`config.mk`:
```
export PLATFORM = sky130hd
export DESIGN_NAME = wdt_scaled
export DESIGN_NICKNAME = d
export VERILOG_FILES = /design/src/rtl/wdt_pkg.sv /design/src/rtl/wdt_prescale.sv /design/src/rtl/wdt_counter.sv /design/src/rtl/wdt_scaled.sv
export SDC_FILE = /design/constraint.sdc
export NUM_CORES = 1
export LEC_CHECK = 0
export BUFFER_PORTS_ARGS = -buffer_cell sky130_fd_sc_hd__buf_4
export CORE_ASPECT_RATIO = 1.75
export CORE_MARGIN = 2
export CORE_UTILIZATION = 56
export CTS_BUF_LIST = sky130_fd_sc_hd__clkbuf_16
export DETAILED_ROUTE_END_ITERATION = 12
export GPL_TIMING_DRIVEN = 0
export PLACE_DENSITY = 0.79
export SLEW_MARGIN = 0
export SYNTH_ARGS = -nofsm -noshare
export SYNTH_HDL_FRONTEND = slang
export SYNTH_SLANG_ARGS = --single-unit
```
`constraint.sdc`:
```
create_clock -name clk -period 2.4 [get_ports clk]
set_input_delay 0.12 -clock clk [delete_from_list [all_inputs] [get_ports clk]]
set_output_delay 0.12 -clock clk [all_outputs]
set_load 0.02 [all_outputs]
```
`src/rtl/wdt_pkg.sv`:
```
package wdt_pkg;
  typedef enum logic [1:0] {
    SEL_TBASE = 2'd0,
    SEL_COUNT = 2'd1,
    SEL_MODE  = 2'd2,
    SEL_NONE  = 2'd3
  } reg_sel_e;

  // TBASE field positions
  localparam int B_SCALE = 3;
  localparam int B_P20   = 2;
  // MODE field positions
  localparam int B_MOUSE = 7;
  localparam int B_KBD   = 6;
  localparam int B_FORCE = 5;
  localparam int B_STAT  = 4;
  localparam int ROUTE_W = 4;
endpackage

```
`src/rtl/wdt_prescale.sv`:
```
module wdt_prescale #(
  parameter int DIV = 60
) (
  input  logic clk,
  input  logic rst,
  input  logic restart,
  input  logic run,
  input  logic long_unit,
  input  logic tick,
  output logic step
);
  localparam int PW = (DIV > 1) ? $clog2(DIV) : 1;

  logic [PW-1:0] pre_q;
  logic          at_top;

  assign at_top = (pre_q == PW'(DIV - 1));
  assign step   = tick && run && !restart && (!long_unit || at_top);

  always_ff @(posedge clk) begin
    if (rst) begin
      pre_q <= '0;
    end else if (restart) begin
      pre_q <= '0;
    end else if (tick && run && long_unit) begin
      pre_q <= at_top ? '0 : pre_q + 1'b1;
    end
  end

  // a long-scale step always closes a full prescaler period
  p_long_gap_r5: assert property (@(posedge clk) disable iff (rst)
    (step && long_unit) |=> (pre_q == '0));

  // the prescaler never leaves its range
  p_pre_bound_r5: assert property (@(posedge clk) disable iff (rst)
    pre_q <= PW'(DIV - 1));
endmodule

```
`src/rtl/wdt_counter.sv`:
```
module wdt_counter #(
  parameter int DW = 8
) (
  input  logic          clk,
  input  logic          rst,
  input  logic          load,
  input  logic [DW-1:0] load_val,
  input  logic          reload,
  input  logic          step,
  input  logic          clear,
  output logic [DW-1:0] cnt,
  output logic          hit
);
  logic [DW-1:0] cnt_q;
  logic [DW-1:0] rld_q;

  assign cnt = cnt_q;
  assign hit = step && (cnt_q == DW'(1)) && !load && !reload;

  // priority: timeout clear, software load, activity reload, step
  always_ff @(posedge clk) begin
    if (rst) begin
      cnt_q <= '0;
      rld_q <= '0;
    end else begin
      if (load) rld_q <= load_val;
      if (clear)                        cnt_q <= '0;
      else if (load)                    cnt_q <= load_val;
      else if (reload)                  cnt_q <= rld_q;
      else if (step && cnt_q != '0)     cnt_q <= cnt_q - 1'b1;
    end
  end

  // a stopped counter stays stopped without a software load
  p_idle_hold_r3: assert property (@(posedge clk) disable iff (rst)
    (cnt_q == '0 && !load) |=> (cnt_q == '0));

  // a plain step removes exactly one count
  p_step_dec_r2: assert property (@(posedge clk) disable iff (rst)
    (step && cnt_q > DW'(1) && !load && !reload && !clear)
      |=> (cnt_q == $past(cnt_q) - DW'(1)));
endmodule

```
`src/rtl/wdt_scaled.sv`:
```
module wdt_scaled
  import wdt_pkg::*;
#(
  parameter int DW             = 8,
  parameter int TICKS_PER_UNIT = 60,
  parameter int SMI_CODE       = 2
) (
  input  logic          clk,
  input  logic          rst,
  input  logic          bus_wr,
  input  logic          bus_rd,
  input  logic [1:0]    bus_addr,
  input  logic [DW-1:0] bus_wdata,
  output logic [DW-1:0] bus_rdata,
  input  logic          tick_1s,
  input  logic          mouse_irq,
  input  logic          kbd_irq,
  input  logic          kbd_p20,
  output logic          wdt_expire,
  output logic          irq_req,
  output logic [3:0]    irq_route,
  output logic          smi_req
);
  localparam int RW = ROUTE_W;

  reg_sel_e sel;
  logic wr_tbase, wr_count, wr_mode;
  logic scale_q, p20en_q, mouse_en_q, kbd_en_q, status_q;
  logic [RW-1:0] route_q, route_d;
  logic status_d;
  logic [DW-1:0] cnt, rd_mux;
  logic step, hit, armed, act_reload, trig, gate, fire;

  assign sel      = reg_sel_e'(bus_addr);
  assign wr_tbase = bus_wr && (sel == SEL_TBASE);
  assign wr_count = bus_wr && (sel == SEL_COUNT);
  assign wr_mode  = bus_wr && (sel == SEL_MODE);

  assign armed      = (cnt != '0);
  assign act_reload = armed && ((mouse_en_q && mouse_irq) || (kbd_en_q && kbd_irq));

  wdt_prescale #(.DIV(TICKS_PER_UNIT)) u_pre (
    .clk       (clk),
    .rst       (rst),
    .restart   (wr_count || act_reload),
    .run       (armed),
    .long_unit (scale_q),
    .tick      (tick_1s),
    .step      (step)
  );

  wdt_counter #(.DW(DW)) u_cnt (
    .clk      (clk),
    .rst      (rst),
    .load     (wr_count),
    .load_val (bus_wdata),
    .reload   (act_reload),
    .step     (step),
    .clear    (fire),
    .cnt      (cnt),
    .hit      (hit)
  );

  // gate is the fired status after this cycle's software write
  assign trig     = hit || (wr_mode && bus_wdata[B_FORCE]) || (p20en_q && kbd_p20);
  assign gate     = wr_mode ? (status_q && bus_wdata[B_STAT]) : status_q;
  assign fire     = trig && !gate;
  assign status_d = fire || gate;
  assign route_d  = wr_mode ? bus_wdata[RW-1:0] : route_q;

  always_ff @(posedge clk) begin
    if (rst) begin
      scale_q    <= 1'b0;
      p20en_q    <= 1'b0;
      mouse_en_q <= 1'b0;
      kbd_en_q   <= 1'b0;
      status_q   <= 1'b0;
      route_q    <= '0;
      wdt_expire <= 1'b0;
      irq_req    <= 1'b0;
      irq_route  <= '0;
      smi_req    <= 1'b0;
    end else begin
      if (wr_tbase) begin
        scale_q <= bus_wdata[B_SCALE];
        p20en_q <= bus_wdata[B_P20];
      end
      if (wr_mode) begin
        mouse_en_q <= bus_wdata[B_MOUSE];
        kbd_en_q   <= bus_wdata[B_KBD];
      end
      status_q   <= status_d;
      route_q    <= route_d;
      wdt_expire <= fire;
      irq_req    <= status_d;
      irq_route  <= route_d;
      smi_req    <= status_d && (route_d == RW'(SMI_CODE));
    end
  end

  always_comb begin
    rd_mux = '0;
    case (sel)
      SEL_TBASE: begin
        rd_mux[B_SCALE] = scale_q;
        rd_mux[B_P20]   = p20en_q;
      end
      SEL_COUNT: rd_mux = cnt;
      SEL_MODE: begin
        rd_mux[B_MOUSE]  = mouse_en_q;
        rd_mux[B_KBD]    = kbd_en_q;
        rd_mux[B_STAT]   = status_q;
        rd_mux[RW-1:0]   = route_q;
      end
      default: ;
    endcase
  end

  always_ff @(posedge clk) begin
    if (rst)         bus_rdata <= '0;
    else if (bus_rd) bus_rdata <= rd_mux;
  end

  // the timeout pulse lasts one cycle
  p_expire_single_r2: assert property (@(posedge clk) disable iff (rst)
    wdt_expire |=> !wdt_expire);

  // a set, uncleared status blocks the next pulse
  p_status_blocks_r8: assert property (@(posedge clk) disable iff (rst)
    (status_q && !(wr_mode && !bus_wdata[B_STAT])) |=> !wdt_expire);

  // every pulse comes with the interrupt request
  p_irq_follows_r10: assert property (@(posedge clk) disable iff (rst)
    wdt_expire |-> irq_req);

  // forcing a timeout empties a running count
  p_force_clears_r7: assert property (@(posedge clk) disable iff (rst)
    (armed && wr_mode && bus_wdata[B_FORCE] && !status_q) |=> (cnt == '0));
endmodule

```
Yosys cells after proc, flatten, opt, wreduce, memory -nomap -nowiden --
Index checks and enable logic that the tools add are counted.
Word-level totals: logic and storage cells 65, flip-flop bits (word level) 41
Cells by class: $add $sub $neg 2, mux-type cells 11, reductions and logical operators 35, eq/ne operators 5
Operators by type and width (count):
- $mux W8 | 3
- $logic_and A1 B1 Y1 | 19
- $eq A8 B1 Y1 const B | 1
- $pmux W2 S2 | 2
- $reduce_bool A8 Y1 | 1
- $sub A8 B1 Y8 const B | 1
- $add A6 B1 Y6 const B | 1
- $eq A6 B6 Y1 const B | 1
- $logic_or A1 B1 Y1 | 6
- $mux W6 | 1
- $pmux W2 S3 | 1
- $logic_not A1 Y1 | 5
- $eq A4 B2 Y1 const B | 1
- $mux W4 | 1
- $reduce_or A2 Y1 | 2
- $reduce_bool A3 Y1 | 1
- $eq A2 B1 Y1 const B | 1
- $eq A2 B2 Y1 const B | 1
- $logic_not A2 Y1 | 1
- $mux W1 | 2
- $pmux W1 S2 | 1

Logic depth before layout (Yosys ltp) --
Gate-level depths: netlist (run 1).
word-level depth 15, gate-level depth with buffers 9, mapped depth without buffers 7

Hierarchy --
Synthesis (run 1) repeated with hierarchy kept, for this count alone.
Second synthesis, totals: cell total of the unflattened synthesis 266, area, all modules 2187.1 um^2
Modules (own cells, without submodules):
- wdt_scaled | cells each 108, area an instance 947.2 um^2, times used 1, sequential area each 380.4 um^2
- wdt_counter | cells each 117, area an instance 918.4 um^2, times used 1, sequential area each 320.3 um^2
- wdt_prescale | cells each 41, area an instance 321.6 um^2, times used 1, sequential area each 120.1 um^2

Worst setup path after synthesis (run 1) --
Ideal clock, no wire load.
kind register to register, start point register u_cnt.cnt_q[0], in the netlist u_cnt.cnt[0], end point register u_cnt.cnt_q[3], in the netlist u_cnt.cnt[3], required time 2.327 ns, setup time 0.073 ns, path buffers 0, stages on the path, launching flop included 8, period minus slack after synthesis 1.767 ns, slack 0.633 ns, arrival time 1.694 ns, path through dfxtp_1 > inv_1 > ha_1 > nor4b_4 > and2_4 > o21ai_2 > o311a_1 > nor3_2
On the way: cells in the longest elaborated chain, start to end 13, elaborated cells between the ends (all ways) 22, classes of those cells add/sub: 1; eq/ne: 1; mux: 3; reduce/logical: 17
Ends and longest elaborated chain:
- start, declared | RTL line wdt_counter.sv:14 | logic [DW-1:0] cnt_q;
- start signal, assigned | RTL line wdt_counter.sv:28 | else if (load) cnt_q <= load_val;
- start signal, assigned | RTL line wdt_counter.sv:29 | else if (reload) cnt_q <= rld_q;
- start signal, assigned | RTL line wdt_counter.sv:30 | else if (step && cnt_q != '0) cnt_q <= cnt_q - 1'b1;
- $reduce_bool A8 Y1 | RTL line wdt_counter.sv:30, wdt_scaled.sv:39
- $logic_and A1 B1 Y1 | RTL line wdt_scaled.sv:40 | assign act_reload = armed && ((mouse_en_q && mouse_irq) || (kbd_en_q && kbd_irq));
- $logic_or A1 B1 Y1 | RTL line wdt_scaled.sv:45 | .restart (wr_count || act_reload),
- $logic_not A1 Y1 | RTL line wdt_prescale.sv:18 | assign step = tick && run && !restart && (!long_unit || at_top);
- $logic_and A1 B1 Y1 (2 in a row) | RTL line wdt_prescale.sv:18
- $logic_and A1 B1 Y1 (3 in a row) | RTL line wdt_counter.sv:18 | assign hit = step && (cnt_q == DW'(1)) && !load && !reload;
- $logic_or A1 B1 Y1 (2 in a row) | RTL line wdt_scaled.sv:65 | assign trig = hit || (wr_mode && bus_wdata[B_FORCE]) || (p20en_q && kbd_p20);
- $logic_and A1 B1 Y1 | RTL line wdt_scaled.sv:67 | assign fire = trig && !gate;
- $reduce_or A2 Y1 (no source line)
Several ways; a longest one is shown, not always the timed one. The select of a mux whose other input is x is not followed. A chain may end at the register's enable or synchronous reset.

Worst setup path after layout (run 1) --
start point register u_cnt.cnt_q[0], in the netlist u_cnt.cnt[0], end point register u_cnt.cnt_q[4], in the netlist u_cnt.cnt[4]
The elaborated chain is that of the path after synthesis.

==> flow_metrics.tcl, run 1 <==
set metrics [dict create \
    run_status "completed" \
    yosysWarnings 0 \
    hold_class "in2reg" \
    maximum_number_of_buffers_from_clock_root_to_sink 2 \
    cts.clk_slew.worst_paths_ps 60 \
    worst_hold_path.endpoint "mouse_en_q$_SDFFE_PP0P_" \
    initial_core_util 0.586 \
    powerDensity_mw_per_mm2 999 \
    reg2reg_depth 7 \
    worst_setup_path_start_kind "flip-flop" \
    drv_cap 0 \
    post-route-worst-setup-slack_ps 281 \
    cts_hold_buffers 0 \
    async_flop_share 0 \
    worst_skew_pair.late_latency_ps 290 \
    critPathBufInv 1 \
    flow.area_growth_from_synthesis_pct 21.4 \
    cp_class "reg2reg" \
    vdd_drop_max_mv 0.754 \
    cts_setup_buffers 0 \
    max-slew-margin-rel 0.639 \
    syn-instance-count 252 \
    cell_area_synth_mm2 0.00215 \
    floorplan.die.width_um 50.8 \
    dr_total_vias 1991 \
    share_of_cells_above_drive_strength_1 0.210 \
    crit_path_cell_trace "inv_1 -> ha_1 -> nor4b_4 -> and2_4 -> a32oi_2 -> o211ai_1 -> a21oi_1" \
    min_from "bus_wdata[7]" \
    layout_worst_path_cycle_share 0.883 \
    grt_pass1_vias 1884 \
    pre_cts_slack_ps 286 \
    finish.net_count 316 \
    die_area_mm2 0.00436 \
    most_used_flip_flop_cell_after_synthesis "dfxtp_1" \
    hpwl_mm 4.17 \
    number_of_antenna_violations_at_the_first_check_in_global_routing 0 \
    maxSlewViolCount 0 \
    timing.critical_path.required_ps 2610 \
    hold_critical_path_depth 3 \
    ys_types 55 \
    portBuffers 31 \
    gp_routability_congestion 0.898 \
    netlist.top_cell.by_area "dfxtp_1" \
    cellLeakagePower_nw 1.04 \
    worstPathArrival_ps 2330 \
    critical-path-top-delay-family "compound AO/OA/AOI/OAI gates" \
    most-common-layout-cells "nand2_1, dfxtp_1, buf_4" \
    cp_max_fo 9 \
    finalSetupViolations 0 \
    rows 29 \
    cts_inserted_buffers 5 \
    final.setup.tns_ps 0 \
    drt_first_pass_iters 4 \
    worstReg2RegStart "u_cnt.cnt[0]$_SDFFE_PP0P_" \
    synth.net_count 278 \
    clock_tree.root_cell "clkbuf_16" \
    ios 33 \
    critical-path-slowest-cell "dfxtp_1" \
    yosys_register_bits 41 \
    grt_overflow_total 0 \
    grt_start_max_net_pins 15 \
    floorplan.core_area_mm2 0.00366 \
    cp_max_stage_delay_ps 470 \
    r2r_end "u_cnt.cnt[4]$_SDFFE_PP0P_" \
    endpoint_kind "flip-flop" \
    setup_repair_after_global_routing_missed_its_margin "false" \
    htreeDepth 2 \
    post_cts.resized_instances 0 \
    drt_first_iter_violations 63 \
    clock_tree_from_tritoncts "built" \
    gr-usage-all-layers 0.277 \
    dieHeight_um 85.9 \
    post-route-min-period_ps 2120 \
    synth.top_cells.by_area "dfxtp_1, nand2_1, a21oi_1" \
    synth.avg_cell_area_um2 8.52 \
    route.final.wire_length_mm 5.55 \
    finalHoldViolCount 0 \
    nFillCells 308 \
    portion_of_the_post_synthesis_area_used_by_sequential_elements 0.383 \
    synth-edff-count 0 \
    n_antenna_cell 0 \
    post_drt_via_cell_ratio 5.91 \
    route.antenna.remaining_nets 0 \
    achievable-frequency_mhz 472 \
    fin_skew_ps 3.44 \
    route.detailed.wl_per_inst_um 16.5 \
    sinks_on_the_clock_net 41 \
    area_share_of_the_largest_cell_type_after_synthesis 0.383 \
    remaining_drc_errors 0 \
    wire_length_of_the_first_global_routing_pass_mm 9.01 \
    worst-slew-pin-transition_ps 542 \
    timing.reg2reg.setup_slack_ps 280 \
]
-- area by class of cell --
cell class | instances | area (um^2) | share of cell area
Multi-Input combinational cell | 194 | 1240 | 0.475
Sequential cell | 41 | 821 | 0.315
Timing Repair Buffer | 31 | 233 | 0.0893
Clock buffer | 5 | 125 | 0.0480
Buffer | 12 | 70.1 | 0.0269
Tap cell | 46 | 57.6 | 0.0221
Clock inverter | 3 | 43.8 | 0.0168
Inverter | 5 | 18.8 | 0.00720
-- stage by stage --
stage                util  power, mW  area [um^2]  std cells  hold WS (ps)
floorplan               -       1.59         2150        252           256
global placement    0.665       1.81         2440        329           380
detailed placement  0.665       1.83         2440        329           391
CTS                 0.711       2.59         2610        337          90.3
global route        0.711       2.74         2610        337           107
finish              0.711       2.60         2610        337          93.1
-- layer usage --
layer  up-vias  routed length (um)  GRT usage
met3        18                 191     0.0523
met1       930                2080      0.280
li1        986                   -          -
met2        57                3060      0.517
met4         0                 219      0.147
met5         -                   0          0
-- power breakdown --
part	internal, mW	switching [mW]	leakage, nW	total, mW
clock	0.492	0.275	0.0842	0.767
combinational	0.422	0.525	0.619	0.947
sequential	0.757	0.131	0.333	0.888
total	1.67	0.931	1.04	2.60
-- logic make-up (layout without fill, tap and decap cells) --
kind of cell	after synthesis	after routing	share of synthesized area
mux	4	4	0.0187
xor+xnor	6	6	0.0245
compound gates	66	66	0.229
flops	41	41	0.383
fa+ha+maj	8	8	0.0466
buf+inv	17	56	0.0414
simple gates	110	110	0.258
-- cell usage after synthesis, drive strengths merged, types with 3 or more instances --
library cell	count
nor4b	3
nor3	8
a222oi	3
nand3	14
clkbuf	6
nand4	5
nor2b	3
a22o	5
ha	8
dfxtp	41
o21ai	3
nor2	19
nand2	42
buf	6
nand2b	6
mux2i	4
a31oi	3
a21oi	30
inv	5
and2	4
xnor2	3
xor2	3
o211ai	3
-- worst max path at each step --
stage	startpoint	to	slack (ps)	depth (start not counted)
floorplan	u_cnt.cnt[0]$_SDFFE_PP0P_	u_cnt.cnt[3]$_SDFFE_PP0P_	630	7
global placement	bus_addr[1]	u_cnt.cnt[1]$_SDFFE_PP0P_	320	9
detailed placement	bus_addr[1]	u_cnt.cnt[1]$_SDFFE_PP0P_	290	9
CTS	u_cnt.cnt[0]$_SDFFE_PP0P_	u_cnt.cnt[1]$_SDFFE_PP0P_	310	7
global route	u_cnt.cnt[0]$_SDFFE_PP0P_	u_cnt.cnt[1]$_SDFFE_PP0P_	140	7
finish	u_cnt.cnt[0]$_SDFFE_PP0P_	u_cnt.cnt[4]$_SDFFE_PP0P_	280	7
-- sequential cells by signal, indices dropped and copies added (netlist names) --
name and flops:
mouse_en_q 1, kbd_en_q 1, smi_req 1, wdt_expire 1, route_q 4, u_cnt.rld_q 8, u_pre.pre_q 6, status_q 1
p20en_q 1, bus_rdata 8, u_cnt.cnt 8, scale_q 1
-- tightest hold or removal path: cells and delay by family --
family	cells	cell delay, ps
AOI/OAI and AO/OA	1	50
buffers and inverters	1	110
and+or+nand+nor	1	50
Power figures use the tool's default switching activity.
==> run 2: changes to the inputs <==
Settings changed: RECOVER_POWER set to 100.
==> flow_metrics.tcl, run 2 (synthesis results as in run 1) <==
set metrics [dict create \
    run_status "completed" \
    power.internal_mw 1.66 \
    worstPathArrival_ps 2310 \
    worst_skew_pair.late_latency_ps 280 \
    timing.critical_path.required_ps 2590 \
    gr-usage-all-layers 0.277 \
    achievable-frequency_mhz 471 \
    portBuffers 31 \
    dr_total_vias 2000 \
    worst_setup_path_start_kind "flip-flop" \
    most-common-layout-cells "nand2_1, dfxtp_1, a21oi_1" \
    hpwl_mm 4.17 \
    sinks_on_the_clock_net 41 \
    p_clk_frac 0.295 \
    route.detailed.wl_per_inst_um 16.5 \
    final.setup.tns_ps 0 \
    max-slew-margin-rel 0.627 \
    vdd_drop_max_mv 0.757 \
    cellLeakagePower_nw 0.951 \
    nFillCells 329 \
    initial_core_util 0.586 \
    drt_first_iter_violations 66 \
    remaining_drc_errors 0 \
    proportion_of_power_drawn_by_flip_flops_and_latches 0.345 \
    cts_inserted_buffers 5 \
    grt_pass1_vias 1884 \
    cts.clk_slew.worst_paths_ps 60 \
    route.antenna.remaining_nets 0 \
    n_antenna_cell 0 \
    wire_length_of_the_first_global_routing_pass_mm 9.01 \
    endpoint_kind "flip-flop" \
    route.final.wire_length_mm 5.57 \
    gp_routability_congestion 0.898 \
    powerDensity_mw_per_mm2 1020 \
    drv_cap 0 \
    share_of_cells_above_drive_strength_1 0.137 \
    post_cts.resized_instances 0 \
    floorplan.core_area_mm2 0.00366 \
    clock_tree_from_tritoncts "built" \
    ios 33 \
    power_switching_share 0.357 \
    post-layout-total-power_mw 2.58 \
    post_drt_via_cell_ratio 5.93 \
    maximum_number_of_buffers_from_clock_root_to_sink 2 \
    rows 29 \
    finalHoldViolCount 0 \
    combPwrFrac 0.360 \
    finalSetupViolations 0 \
    cts_setup_buffers 0 \
    net-switching-power_uw 921 \
    cp_class "reg2reg" \
    pre_cts_slack_ps 286 \
    htreeDepth 2 \
    post-route-min-period_ps 2120 \
    cts_hold_buffers 0 \
    grt_overflow_total 0 \
    post-route-worst-setup-slack_ps 275 \
    cp_max_fo 9 \
    number_of_antenna_violations_at_the_first_check_in_global_routing 0 \
    hold_class "in2reg" \
    fin_skew_ps 3.22 \
    drt_first_pass_iters 5 \
    layout_worst_path_cycle_share 0.885 \
    worst-slew-pin-transition_ps 559 \
    maxSlewViolCount 0 \
    flow.area_growth_from_synthesis_pct 17.7 \
    clock_tree.root_cell "clkbuf_16" \
    floorplan.die.width_um 50.8 \
    die_area_mm2 0.00436 \
    dieHeight_um 85.9 \
    grt_start_max_net_pins 15 \
    finish.net_count 316 \
    setup_repair_after_global_routing_missed_its_margin "false" \
]
[run 2: cell count changes in the layout (fill, tap and decap cells not counted), sizes merged]
cell	previous run	this run
buf	37	17
clkbuf	11	31
[run 2: worst paths after layout]
kind         slack (ps)  cells after the start                           to                         from
max                 280                      7    u_cnt.cnt[1]$_SDFFE_PP0P_    u_cnt.cnt[0]$_SDFFE_PP0P_
max reg2reg         280                      7    u_cnt.cnt[1]$_SDFFE_PP0P_    u_cnt.cnt[0]$_SDFFE_PP0P_
min                 100                      3      mouse_en_q$_SDFFE_PP0P_                 bus_wdata[7]
min reg2reg         460                      2  u_cnt.rld_q[7]$_SDFFE_PP0P_  u_cnt.rld_q[7]$_SDFFE_PP0P_
[run 2: power by group through the flow]
stage	registers, mW	clock network (mW)	logic, mW
finish	0.890	0.761	0.929
global route	0.896	0.793	1.03
CTS	0.883	0.773	0.938
detailed placement	0.896	0	0.931
global placement	0.892	0	0.921
floorplan	0.868	0	0.724
[run 2: cell type report]
cell class	instances	area, um^2	area share
Tap cell	46	57.6	0.0228
Clock inverter	3	43.8	0.0173
Buffer	12	57.6	0.0228
Timing Repair Buffer	31	169	0.0669
Sequential cell	41	821	0.325
Clock buffer	5	125	0.0496
Inverter	5	18.8	0.00743
Multi-Input combinational cell	194	1230	0.488
[run 2: through the flow]
step                hold slack (ps)  std cells  area (um^2)  utilization
floorplan                       256        252         2150            -
global placement                380        329         2440        0.665
detailed placement              391        329         2440        0.665
CTS                            90.3        337         2610        0.711
global route                    107        337         2520        0.689
finish                         96.0        337         2520        0.689
[run 2: critical path: stages, from the launching register on]
cell	delay [ps]
dfxtp_1	460
inv_1	140
ha_1	250
nor4b_4	160
and2_4	200
a32oi_2	460
nor2_1	80
a311oi_1	270
[run 2: layer usage]
| metal | GRT usage | vias up | share of wire |
|---|---|---|---|
| met5 | 0 | - | 0 |
| met4 | 0.147 | 0 | 0.042 |
| met3 | 0.0523 | 26 | 0.045 |
| met2 | 0.517 | 74 | 0.54 |
| met1 | 0.280 | 916 | 0.37 |
| li1 | - | 984 | - |
